<file path="src/rtl/slc_pkg.sv">
package slc_pkg;
  localparam int MAX_RATIO = 2048;

  // Reference ratio per mode code; unused codes fall back to code 0.
  function automatic int ref_ratio(input logic [2:0] code);
    case (code)
      3'd4:    ref_ratio = 512;
      3'd3:    ref_ratio = 1280;
      3'd2:    ref_ratio = 1024;
      3'd1:    ref_ratio = 2048;
      default: ref_ratio = 640;
    endcase
  endfunction
endpackage

</file>
<file path="src/rtl/slc_ref_div.sv">
module slc_ref_div #(
  parameter int RATIO_SHIFT = 0,
  parameter int CW = 11
) (
  input  logic       clk,
  input  logic       rst,
  input  logic [2:0] mode,
  output logic       cmp_tick
);
  logic [CW-1:0] cnt_q;
  logic [CW-1:0] lim;

  always_comb begin
    lim = CW'((slc_pkg::ref_ratio(mode) >> RATIO_SHIFT) - 1);
    cmp_tick = (cnt_q >= lim);
  end

  always_ff @(posedge clk) begin
    if (rst)           cnt_q <= '0;
    else if (cmp_tick) cnt_q <= '0;
    else               cnt_q <= cnt_q + 1'b1;
  end

  AST_REF_WRAP: assert property (@(posedge clk) disable iff (rst)
    cmp_tick |=> (cnt_q == '0));
endmodule

</file>
<file path="src/rtl/slc_fb_div.sv">
module slc_fb_div #(
  parameter int DIV_W = 15
) (
  input  logic             clk,
  input  logic             rst,
  input  logic             fb_tick,
  input  logic [DIV_W-1:0] div_word,
  input  logic             word_wide,
  input  logic             load,
  output logic             fb_pulse
);
  localparam int NARROW_W = DIV_W - 1;

  logic [DIV_W-1:0] div_q;
  logic [DIV_W-1:0] cnt_q;
  logic [DIV_W:0]   cnt_next;

  always_comb begin
    cnt_next = {1'b0, cnt_q} + 1'b1;
    fb_pulse = fb_tick && !load && (cnt_next >= {1'b0, div_q});
  end

  always_ff @(posedge clk) begin
    if (rst) begin
      div_q <= '0;
      cnt_q <= '0;
    end else if (load) begin
      div_q <= word_wide ? div_word : {1'b0, div_word[NARROW_W-1:0]};
      cnt_q <= '0;
    end else if (fb_tick) begin
      cnt_q <= fb_pulse ? '0 : cnt_next[DIV_W-1:0];
    end
  end

  AST_FB_RESTART: assert property (@(posedge clk) disable iff (rst)
    load |=> (cnt_q == '0));
  AST_FB_NARROW: assert property (@(posedge clk) disable iff (rst)
    (load && !word_wide) |=> !div_q[DIV_W-1]);
endmodule

</file>
<file path="src/rtl/slc_pfd.sv">
module slc_pfd (
  input  logic clk,
  input  logic rst,
  input  logic load,
  input  logic cmp_tick,
  input  logic fb_pulse,
  output logic up_q,
  output logic dn_q
);
  logic both;

  always_comb both = up_q & dn_q;

  always_ff @(posedge clk) begin
    if (rst || load) begin
      up_q <= 1'b0;
      dn_q <= 1'b0;
    end else begin
      up_q <= (up_q & ~both) | cmp_tick;
      dn_q <= (dn_q & ~both) | fb_pulse;
    end
  end

  AST_UP_SET: assert property (@(posedge clk) disable iff (rst)
    (cmp_tick && !load) |=> up_q);
  AST_DN_SET: assert property (@(posedge clk) disable iff (rst)
    (fb_pulse && !load) |=> dn_q);
  AST_PAIR_RELEASE: assert property (@(posedge clk) disable iff (rst)
    (up_q && dn_q && !cmp_tick && !fb_pulse) |=> (!up_q && !dn_q));
endmodule

</file>
<file path="src/rtl/slc_lock_det.sv">
module slc_lock_det #(
  parameter int LOCK_CYCLES = 16,
  parameter int PULSE_MAX = 8
) (
  input  logic clk,
  input  logic rst,
  input  logic load,
  input  logic cmp_tick,
  input  logic up,
  input  logic dn,
  output logic locked_q,
  output logic cp_high_q
);
  localparam int GOOD_W = $clog2(LOCK_CYCLES + 1);
  localparam int RUN_W  = $clog2(PULSE_MAX + 1);
  localparam logic [GOOD_W-1:0] GOOD_LAST = GOOD_W'(LOCK_CYCLES - 1);
  localparam logic [GOOD_W-1:0] GOOD_SAT  = GOOD_W'(LOCK_CYCLES);
  localparam logic [RUN_W-1:0]  RUN_LIM   = RUN_W'(PULSE_MAX);

  logic [GOOD_W-1:0] good_q;
  logic [RUN_W-1:0]  run_q;
  logic              bad_q;
  logic              active;
  logic              viol;
  logic              lock_nx;

  always_comb begin
    active = up | dn;
    viol   = active && (run_q == RUN_LIM);
    if (viol)
      lock_nx = 1'b0;
    else if (cmp_tick && !bad_q && good_q >= GOOD_LAST)
      lock_nx = 1'b1;
    else
      lock_nx = locked_q;
  end

  always_ff @(posedge clk) begin
    if (rst || load) begin
      run_q     <= '0;
      good_q    <= '0;
      bad_q     <= 1'b0;
      locked_q  <= 1'b0;
      cp_high_q <= 1'b1;
    end else begin
      if (!active)     run_q <= '0;
      else if (!viol)  run_q <= run_q + 1'b1;
      if (cmp_tick) begin
        bad_q <= 1'b0;
        if (bad_q || viol)         good_q <= '0;
        else if (good_q != GOOD_SAT) good_q <= good_q + 1'b1;
      end else if (viol) begin
        bad_q <= 1'b1;
      end
      locked_q  <= lock_nx;
      cp_high_q <= ~lock_nx;
    end
  end

  AST_LOCK_AT_PERIOD: assert property (@(posedge clk) disable iff (rst)
    $rose(locked_q) |-> $past(cmp_tick));
  AST_LOSS_ON_WIDE: assert property (@(posedge clk) disable iff (rst)
    viol |=> (!locked_q && cp_high_q));
  AST_LOAD_UNLOCK: assert property (@(posedge clk) disable iff (rst)
    load |=> (!locked_q && cp_high_q));
endmodule

</file>
<file path="src/rtl/synth_loop_core.sv">
module synth_loop_core #(
  parameter int DIV_W = 15,
  parameter int RATIO_SHIFT = 0,
  parameter int LOCK_CYCLES = 16,
  parameter int PULSE_MAX = 8
) (
  input  logic             clk,
  input  logic             rst,
  input  logic [2:0]       mode,
  input  logic             fb_tick,
  input  logic [DIV_W-1:0] div_word,
  input  logic             word_wide,
  input  logic             load,
  output logic             up,
  output logic             dn,
  output logic             cp_high,
  output logic             flag_oe
);
  localparam int REF_CW = $clog2(slc_pkg::MAX_RATIO);

  logic cmp_tick;
  logic fb_pulse;
  logic up_q;
  logic dn_q;
  logic locked_q;
  logic cp_high_q;

  slc_ref_div #(.RATIO_SHIFT(RATIO_SHIFT), .CW(REF_CW)) u_ref (
    .clk(clk), .rst(rst), .mode(mode), .cmp_tick(cmp_tick));

  slc_fb_div #(.DIV_W(DIV_W)) u_fb (
    .clk(clk), .rst(rst), .fb_tick(fb_tick), .div_word(div_word),
    .word_wide(word_wide), .load(load), .fb_pulse(fb_pulse));

  slc_pfd u_pfd (
    .clk(clk), .rst(rst), .load(load), .cmp_tick(cmp_tick),
    .fb_pulse(fb_pulse), .up_q(up_q), .dn_q(dn_q));

  slc_lock_det #(.LOCK_CYCLES(LOCK_CYCLES), .PULSE_MAX(PULSE_MAX)) u_lock (
    .clk(clk), .rst(rst), .load(load), .cmp_tick(cmp_tick),
    .up(up_q), .dn(dn_q), .locked_q(locked_q), .cp_high_q(cp_high_q));

  always_comb begin
    up      = up_q;
    dn      = dn_q;
    cp_high = cp_high_q;
    flag_oe = ~locked_q;
  end

  AST_PAD_MATCHES_PUMP: assert property (@(posedge clk) disable iff (rst)
    flag_oe == cp_high);
endmodule

</file>
<file path="config.mk">
export PLATFORM = sky130hd
export DESIGN_NAME = synth_loop_core
export DESIGN_NICKNAME = d
export VERILOG_FILES = /design/src/rtl/slc_pkg.sv /design/src/rtl/slc_ref_div.sv /design/src/rtl/slc_fb_div.sv /design/src/rtl/slc_pfd.sv /design/src/rtl/slc_lock_det.sv /design/src/rtl/synth_loop_core.sv
export SDC_FILE = /design/constraint.sdc
export NUM_CORES = 1
export LEC_CHECK = 0
export CAP_MARGIN = 40
export CORE_ASPECT_RATIO = 0.7
export CORE_MARGIN = 2
export CORE_UTILIZATION = 50
export DETAILED_ROUTE_END_ITERATION = 7
export HOLD_SLACK_MARGIN = 0.05
export PLACE_DENSITY_LB_ADDON = 0.3
export SLEW_MARGIN = 0
export SYNTH_ARGS = -nofsm -noshare
export SYNTH_HDL_FRONTEND = slang
export SYNTH_SLANG_ARGS = --single-unit
</file>
<file path="constraint.sdc">
create_clock -name clk -period 3.8 [get_ports clk]
set_input_delay 0.76 -clock clk [delete_from_list [all_inputs] [get_ports clk]]
set_output_delay 0.76 -clock clk [all_outputs]
set_load 0.02 [all_outputs]
</file>
==> results of run 1 <==
==> sequential cells by signal, indices dropped and copies added, names as in the netlist <==
name and cells:
u_pfd.dn_q 1, u_lock.bad_q 1, u_pfd.up_q 1, u_lock.locked_q 1
u_fb.div_q 15, u_lock.cp_high_q 1, u_lock.good_q 5, u_fb.cnt_q 15
u_lock.run_q 4, u_ref.cnt_q 11
==> through the flow <==
step	total power [W]	hold slack (ns)	cells
2_1_floorplan	0.000684	0.446	365
3_3_place_gp	0.000720	0.457	451
3_5_place_dp	0.000725	0.470	452
4_1_cts	0.00113	0.485	460
5_1_grt	0.00117	0.517	460
6_report	0.00112	0.482	460
==> power groups by stage <==
stage | combinational, W | sequential [W] | clock (W)
2_1_floorplan | 0.0000733 | 0.000610 | 0
3_3_place_gp | 0.000108 | 0.000612 | 0
3_5_place_dp | 0.000112 | 0.000613 | 0
4_1_cts | 0.000113 | 0.000599 | 0.000418
5_1_grt | 0.000125 | 0.000602 | 0.000439
6_report | 0.000112 | 0.000599 | 0.000409
==> cell usage after synthesis, drive strengths merged <==
library cell  number  area (sq um)
dfxtp             55          1100
nor2              44           165
nand2             30           113
nand3             28           150
ha                26           325
inv               26          97.6
a21oi             18          90.1
mux2i             16           160
o21ai             15          93.8
xor2              15           131
xnor2             11          96.3
clkbuf            10          37.5
nor3               9          50.1
and3               7          45.1
buf                7          52.5
nand4              7          43.8
a31oi              5          31.3
nor4               5          31.3
a21o               4          30.0
nand3b             4          30.0
or2                4          25.0
and4               3          27.5
nand2b             3          26.3
a2111oi            1          15.0
a211oi             1          7.51
a221oi             1          8.76
a41oi              1          16.3
and2               1          7.51
mux2               1          11.3
nand4b             1          15.0
nor2b              1          6.26
o21a               1          7.51
o22a               1          8.76
o2bb2ai            1          8.76
o41ai              1          8.76
or3                1          11.3
==> worst max-delay path, stage by stage (launching register included) <==
cell and delay, ns:
sky130_fd_sc_hd__dfxtp_1 0.44, sky130_fd_sc_hd__ha_1 0.30, sky130_fd_sc_hd__nand3_2 0.21, sky130_fd_sc_hd__nor2_1 0.31
sky130_fd_sc_hd__nand3_1 0.22, sky130_fd_sc_hd__xnor2_1 0.18, sky130_fd_sc_hd__ha_1 0.29, sky130_fd_sc_hd__and4_2 0.19
sky130_fd_sc_hd__nand2_1 0.09, sky130_fd_sc_hd__o2bb2ai_1 0.09, sky130_fd_sc_hd__nor3_2 0.56, sky130_fd_sc_hd__buf_6 0.24
sky130_fd_sc_hd__nand3_1 0.09, sky130_fd_sc_hd__a31oi_1 0.17
==> layer usage <==
| metal | up-vias | global-route usage [%] | wire, um |
|---|---|---|---|
| met4 | 0 | 4.78 | 54 |
| met2 | 44 | 29.0 | 2670 |
| li1 | 1286 | - | - |
| met1 | 1158 | 26.1 | 3190 |
| met5 | - | 0 | 0 |
| met3 | 7 | 3.63 | 312 |
==> path summary, 6_finish.rpt <==
kind	end
min reg2reg	u_fb.div_q[14]
max	u_fb.cnt_q[10]
min	u_fb.div_q[14]
max reg2reg	u_fb.cnt_q[10]
==> cell type report <==
cell class	count	area share, %
Inverter	26	2.79
Multi-Input combinational cell	267	51.4
Tap cell	75	2.69
Clock inverter	2	1.00
Sequential cell	55	31.5
Clock buffer	6	2.36
Timing Repair Buffer	29	8.20
==> cells by family (layout without fill, tap and decap cells) <==
kind of cell,Yosys count,after routing,share of synthesized area (%)
buffers and inverters,43,63,6.08
multiplexers,17,17,5.55
adder cells (fa/ha/maj),26,26,10.5
AND/OR/NAND/NOR,148,148,24.2
AO/OA/AOI/OAI,50,50,10.6
flip-flops,55,55,35.7
XOR/XNOR,26,26,7.38
==> results.sh, run 1 <==
export IMPL_grt_setup_unrepaired="no"
export IMPL_fin_nets=433
export IMPL_skew_ns=0.00772
export IMPL_power_per_standard_cell_area_nw_per_um2=321
export IMPL_final_hold_viol_count=0
export IMPL_critical_path_fanout_max=13
export IMPL_die_area_sq_um=6830
export IMPL_status="finished, final reports clean"
export IMPL_synth_fp_nets=414
export IMPL_die_w_um=97.9
export IMPL_required_worst_endpoint_ns=4.04
export IMPL_tightest_slew_ns=0.683
export IMPL_timing_final_setup_violations=0
export IMPL_gpl_final_weighted_congestion=0.857
export IMPL_launch_point_of_the_critical_path="u_fb.cnt_q[0]"
export IMPL_detailed_place_hpwl_um=4720
export IMPL_maxSlewViolCount=0
export IMPL_via_count_of_the_first_global_routing_pass=2308
export IMPL_setup_worst_path_end_class="flip-flop"
export IMPL_io_pins=27
export IMPL_power_share_clock_pct=36.5
export IMPL_chipHeight_um=69.7
export IMPL_row_count=23
export IMPL_mostFrequentLayoutCell="sky130_fd_sc_hd__dfxtp_1"
export IMPL_clkTransAtPathRegs_ns=0.10
export IMPL_grt_max_degree=25
export IMPL_power_leakage_nw=1.37
export IMPL_global_route_overflow_total=0
export IMPL_clock_sinks=55
export IMPL_area_growth_pct=13.2
export IMPL_drt_initial_drc_count=104
export IMPL_min_path_type="reg2reg"
export IMPL_num_antenna_cells=0
export IMPL_detail_route_vias_per_cell=5.42
export IMPL_max_vdd_ir_drop_v=0.000169
export IMPL_most_common_layout_cells="sky130_fd_sc_hd__dfxtp_1, sky130_fd_sc_hd__nor2_1, sky130_fd_sc_hd__nand2_1"
export IMPL_synth_yosys_warnings=0
export IMPL_hold_depth=2
export IMPL_final_worst_path_period_share_pct=91.6
export IMPL_cts_inserted_buffers=5
export IMPL_reg2reg_slack_ns=0.32
export IMPL_post_route_worst_setup_slack_ns=0.321
export IMPL_final_period_minus_worst_setup_slack_ns=3.48
export IMPL_layout_filler_cells=535
export IMPL_cts_repair_resized=0
export IMPL_unique_masters_post_synth=47
export IMPL_register_bit_total_from_synthesis=55
export IMPL_clockBufferDepth=2
export IMPL_tritoncts="yes"
export IMPL_track_usage_pct=18.5
export IMPL_post_cts_setup_buffers=0
export IMPL_sequential_cell_area_in_the_final_layout_sq_um=1100
export IMPL_postLayoutCellArea_sq_um=3490
export IMPL_share_comb_of_total_power_pct=10.0
export IMPL_multi_input_comb_area_sq_um=1800
export IMPL_ff2ff_path_depth=13
export IMPL_io_buffers=26
export IMPL_crit_path_start_kind="flip-flop"
export IMPL_power_share_switching_pct=23.5
export IMPL_yosysSeqAreaShare_pct=35.7
export IMPL_postSynthAreaPerCell_sq_um=8.46
export IMPL_internal_power_w=0.000858
export IMPL_switching_power_w=0.000263
export IMPL_post_synthesis_cell_area_sq_um=3090
export IMPL_detailroute_via_count=2495
export IMPL_drt_drc_violations_left=0
export IMPL_postRouteWirelength_um=6220
export IMPL_dp_worst_setup_slack_ns=0.390
export IMPL_cts_htree_levels=2
export IMPL_power_frac_seq_pct=53.5
export IMPL_share_of_the_core_filled_with_cells_in_the_final_layout_pct=59.8
export IMPL_timing_max_cap_violations=0
export IMPL_antenna_found_initial=0
export IMPL_per_cell_routed_wire_length_um=13.5
export IMPL_slew_limit_headroom_pct=54.4
export IMPL_cts_hold_buf=0
export IMPL_cts_root_buf="sky130_fd_sc_hd__clkbuf_8"
export IMPL_drt_pass1_iterations=5
export IMPL_hold_start="u_fb.div_q[14]"
export IMPL_synthCells=365
export IMPL_crit_type="reg2reg"
export IMPL_placement_cell_area_sq_um=3380
export IMPL_drive_above_1_share_pct=7.53
export IMPL_initial_core_util_pct=52.8
export IMPL_regToRegStartpoint="u_fb.cnt_q[0]"
export IMPL_global_route_wire_length_before_repair_um=10500
export IMPL_arrival_ns=3.72
export IMPL_drtAntennaViolNets=0
export IMPL_max_freq_ghz=0.287
export IMPL_total_negative_setup_slacks_ns=0
export IMPL_floorplan_core_area_sq_um=5840
export IMPL_clock_insertion_delay_worst_skew_ns=0.31
Power figures use the tool's default switching activity.
==> run 2: changes to the inputs <==
==> constraint.sdc (replaced) <==
create_clock -name clk -period 3.5 [get_ports clk]
set_input_delay 0.7 -clock clk [delete_from_list [all_inputs] [get_ports clk]]
set_output_delay 0.7 -clock clk [all_outputs]
set_load 0.02 [all_outputs]
==> run 2 against run 1 <==
- first-iteration DRC count fell by 12%
- largest power group unchanged
- register-to-register slack barely moved
- highest routed layer unchanged
- combinational power rose by 9%
==> results.sh, run 2 (same netlist as run 1, synthesis figures left out) <==
export IMPL_drtAntennaViolNets=0
export IMPL_min_path_type="reg2reg"
export IMPL_slowest_delay_ns=0.44
export IMPL_clock_insertion_delay_worst_skew_ns=0.31
export IMPL_io_buffers=26
export IMPL_postRouteWirelength_um=6250
export IMPL_skew_ns=0.00990
export IMPL_postLayoutCellArea_sq_um=3510
export IMPL_grt_max_degree=25
export IMPL_row_count=23
export IMPL_cts_repair_resized=0
export IMPL_antenna_found_initial=0
export IMPL_drt_initial_drc_count=92
export IMPL_crit_path_cell_trace="ha_1 > nand3_2 > nor2_1 > nand3_1 > xnor2_1 > ha_1 > and4_2 > nand2_1 > nor4_1 > nor3_2 > buf_4 > o22a_1 > nor2_1"
export IMPL_floorplan_core_area_sq_um=5840
export IMPL_detail_route_vias_per_cell=5.47
export IMPL_placement_cell_area_sq_um=3370
export IMPL_global_route_wire_length_before_repair_um=10800
export IMPL_switching_power_w=0.000292
export IMPL_drt_pass1_iterations=4
export IMPL_tightest_slew_ns=0.683
export IMPL_power_share_clock_pct=39.4
export IMPL_critPathSlowestCell="sky130_fd_sc_hd__dfxtp_1"
export IMPL_chipHeight_um=69.7
export IMPL_crit_type="reg2reg"
export IMPL_endpoint="u_pfd.dn_q"
export IMPL_num_antenna_cells=0
export IMPL_timing_max_cap_violations=0
export IMPL_regToRegStartpoint="u_fb.cnt_q[0]"
export IMPL_most_common_layout_cells="sky130_fd_sc_hd__dfxtp_1, sky130_fd_sc_hd__nor2_1, sky130_fd_sc_hd__nand2_1"
export IMPL_ff2ff_path_depth=13
export IMPL_reg_top3="u_fb.cnt_q x15, u_fb.div_q x15, u_ref.cnt_q x11"
export IMPL_via_count_of_the_first_global_routing_pass=2318
export IMPL_cts_htree_levels=2
export IMPL_total_negative_setup_slacks_ns=0
export IMPL_crit_path_start_kind="flip-flop"
export IMPL_share_comb_of_total_power_pct=9.6
export IMPL_reg2reg_slack_ns=0.31
export IMPL_detailroute_via_count=2514
export IMPL_die_w_um=97.9
export IMPL_critical_path_fanout_max=21
export IMPL_final_worst_path_period_share_pct=91.2
export IMPL_die_area_sq_um=6830
export IMPL_share_of_the_core_filled_with_cells_in_the_final_layout_pct=60.1
export IMPL_required_worst_endpoint_ns=3.74
export IMPL_mostFrequentLayoutCell="sky130_fd_sc_hd__dfxtp_1"
export IMPL_clockBufferDepth=2
export IMPL_power_share_switching_pct=22.9
export IMPL_cts_inserted_buffers=5
export IMPL_global_route_overflow_total=0
export IMPL_drt_drc_violations_left=0
export IMPL_fin_nets=433
export IMPL_tritoncts="yes"
export IMPL_timing_final_setup_violations=0
export IMPL_max_freq_ghz=0.313
export IMPL_setup_worst_path_end_class="flip-flop"
export IMPL_max_vdd_ir_drop_v=0.000178
export IMPL_per_cell_routed_wire_length_um=13.6
export IMPL_initial_core_util_pct=52.8
export IMPL_status="finished, final reports clean"
export IMPL_clkTransAtPathRegs_ns=0.10
export IMPL_cts_root_buf="sky130_fd_sc_hd__clkbuf_8"
export IMPL_drive_above_1_share_pct=7.53
export IMPL_grt_setup_unrepaired="no"
export IMPL_track_usage_pct=18.7
export IMPL_detailed_place_hpwl_um=4500
export IMPL_slew_limit_headroom_pct=54.4
export IMPL_io_pins=27
export IMPL_clock_sinks=55
export IMPL_maxSlewViolCount=0
export IMPL_internal_power_w=0.000984
export IMPL_launch_point_of_the_critical_path="u_fb.cnt_q[0]"
export IMPL_power_frac_seq_pct=51.0
export IMPL_arrival_ns=3.44
export IMPL_totalPowerFinal_w=0.00128
export IMPL_area_growth_pct=13.7
export IMPL_final_period_minus_worst_setup_slack_ns=3.19
export IMPL_post_cts_setup_buffers=0
export IMPL_final_hold_viol_count=0
export IMPL_cts_hold_buf=0
export IMPL_power_per_standard_cell_area_nw_per_um2=364
export IMPL_gpl_final_weighted_congestion=0.849
export IMPL_rr_endpoint="u_pfd.dn_q"
export IMPL_power_leakage_nw=1.37
==> run 2: changes by cell type in the layout (fill, tap and decap cells not counted), sizes merged <==
cell / previous run / this run
bufinv: 1 / 2
clkbuf: 6 / 5
clkinv: 1 / 0
clkinvlp: 0 / 1
==> run 2: final cells by class <==
class | count | area [sq um]
clock buffers | 5 | 68.8
clock inverters | 3 | 67.6
well taps | 75 | 93.8
multi-input cells | 267 | 1800
inverters | 26 | 97.6
repair buffers | 29 | 283
flip-flops and latches | 55 | 1100
fillers | 505 | 2330
==> run 2: worst max-delay path: cells and delay by family (launching register included) <==
family	cells	cell delay [ns]
adder cells (fa/ha/maj)	2	0.59
buffers and inverters	1	0.22
AND/OR/NAND/NOR	8	1.51
flip-flops	1	0.44
XOR/XNOR	1	0.16
AO/OA/AOI/OAI	1	0.20
==> run 2: worst min-delay path by stage <==
stage | from | end | slack, ns | cells past startpoint
5_1_grt | u_lock.good_q[2] | u_lock.good_q[2] | 0.52 | 2
4_1_cts | u_fb.div_q[14] | u_fb.div_q[14] | 0.49 | 2
6_report | u_fb.div_q[14] | u_fb.div_q[14] | 0.48 | 2
3_3_place_gp | u_fb.div_q[14] | u_fb.div_q[14] | 0.46 | 2
2_1_floorplan | u_fb.div_q[14] | u_fb.div_q[14] | 0.45 | 2
3_5_place_dp | u_fb.div_q[14] | u_fb.div_q[14] | 0.48 | 2
==> run 2: power by group through the flow <==
stage | sequential [W] | clock (W) | combinational (W)
4_1_cts | 0.000651 | 0.000512 | 0.000122
2_1_floorplan | 0.000663 | 0 | 0.0000796
3_5_place_dp | 0.000665 | 0 | 0.000121
6_report | 0.000651 | 0.000503 | 0.000122
3_3_place_gp | 0.000665 | 0 | 0.000119
5_1_grt | 0.000653 | 0.000535 | 0.000137
==> run 2: routing by layer <==
metal / wire (um) / global-route usage (%)
met5: 0 / 0
met4: 45 / 3.70
met3: 245 / 3.93
met2: 2610 / 27.6
met1: 3350 / 28.2
==> run 2: stage by stage <==
| step | instances | hold WS [ns] | setup WS [ns] |
|---|---|---|---|
| finish | 460 | 0.484 | 0.308 |
| global route | 460 | 0.520 | 0.0967 |
| CTS | 460 | 0.492 | 0.365 |
| detailed placement | 452 | 0.476 | 0.397 |
| global placement | 452 | 0.457 | 0.425 |
| floorplan | 365 | 0.446 | 0.792 |
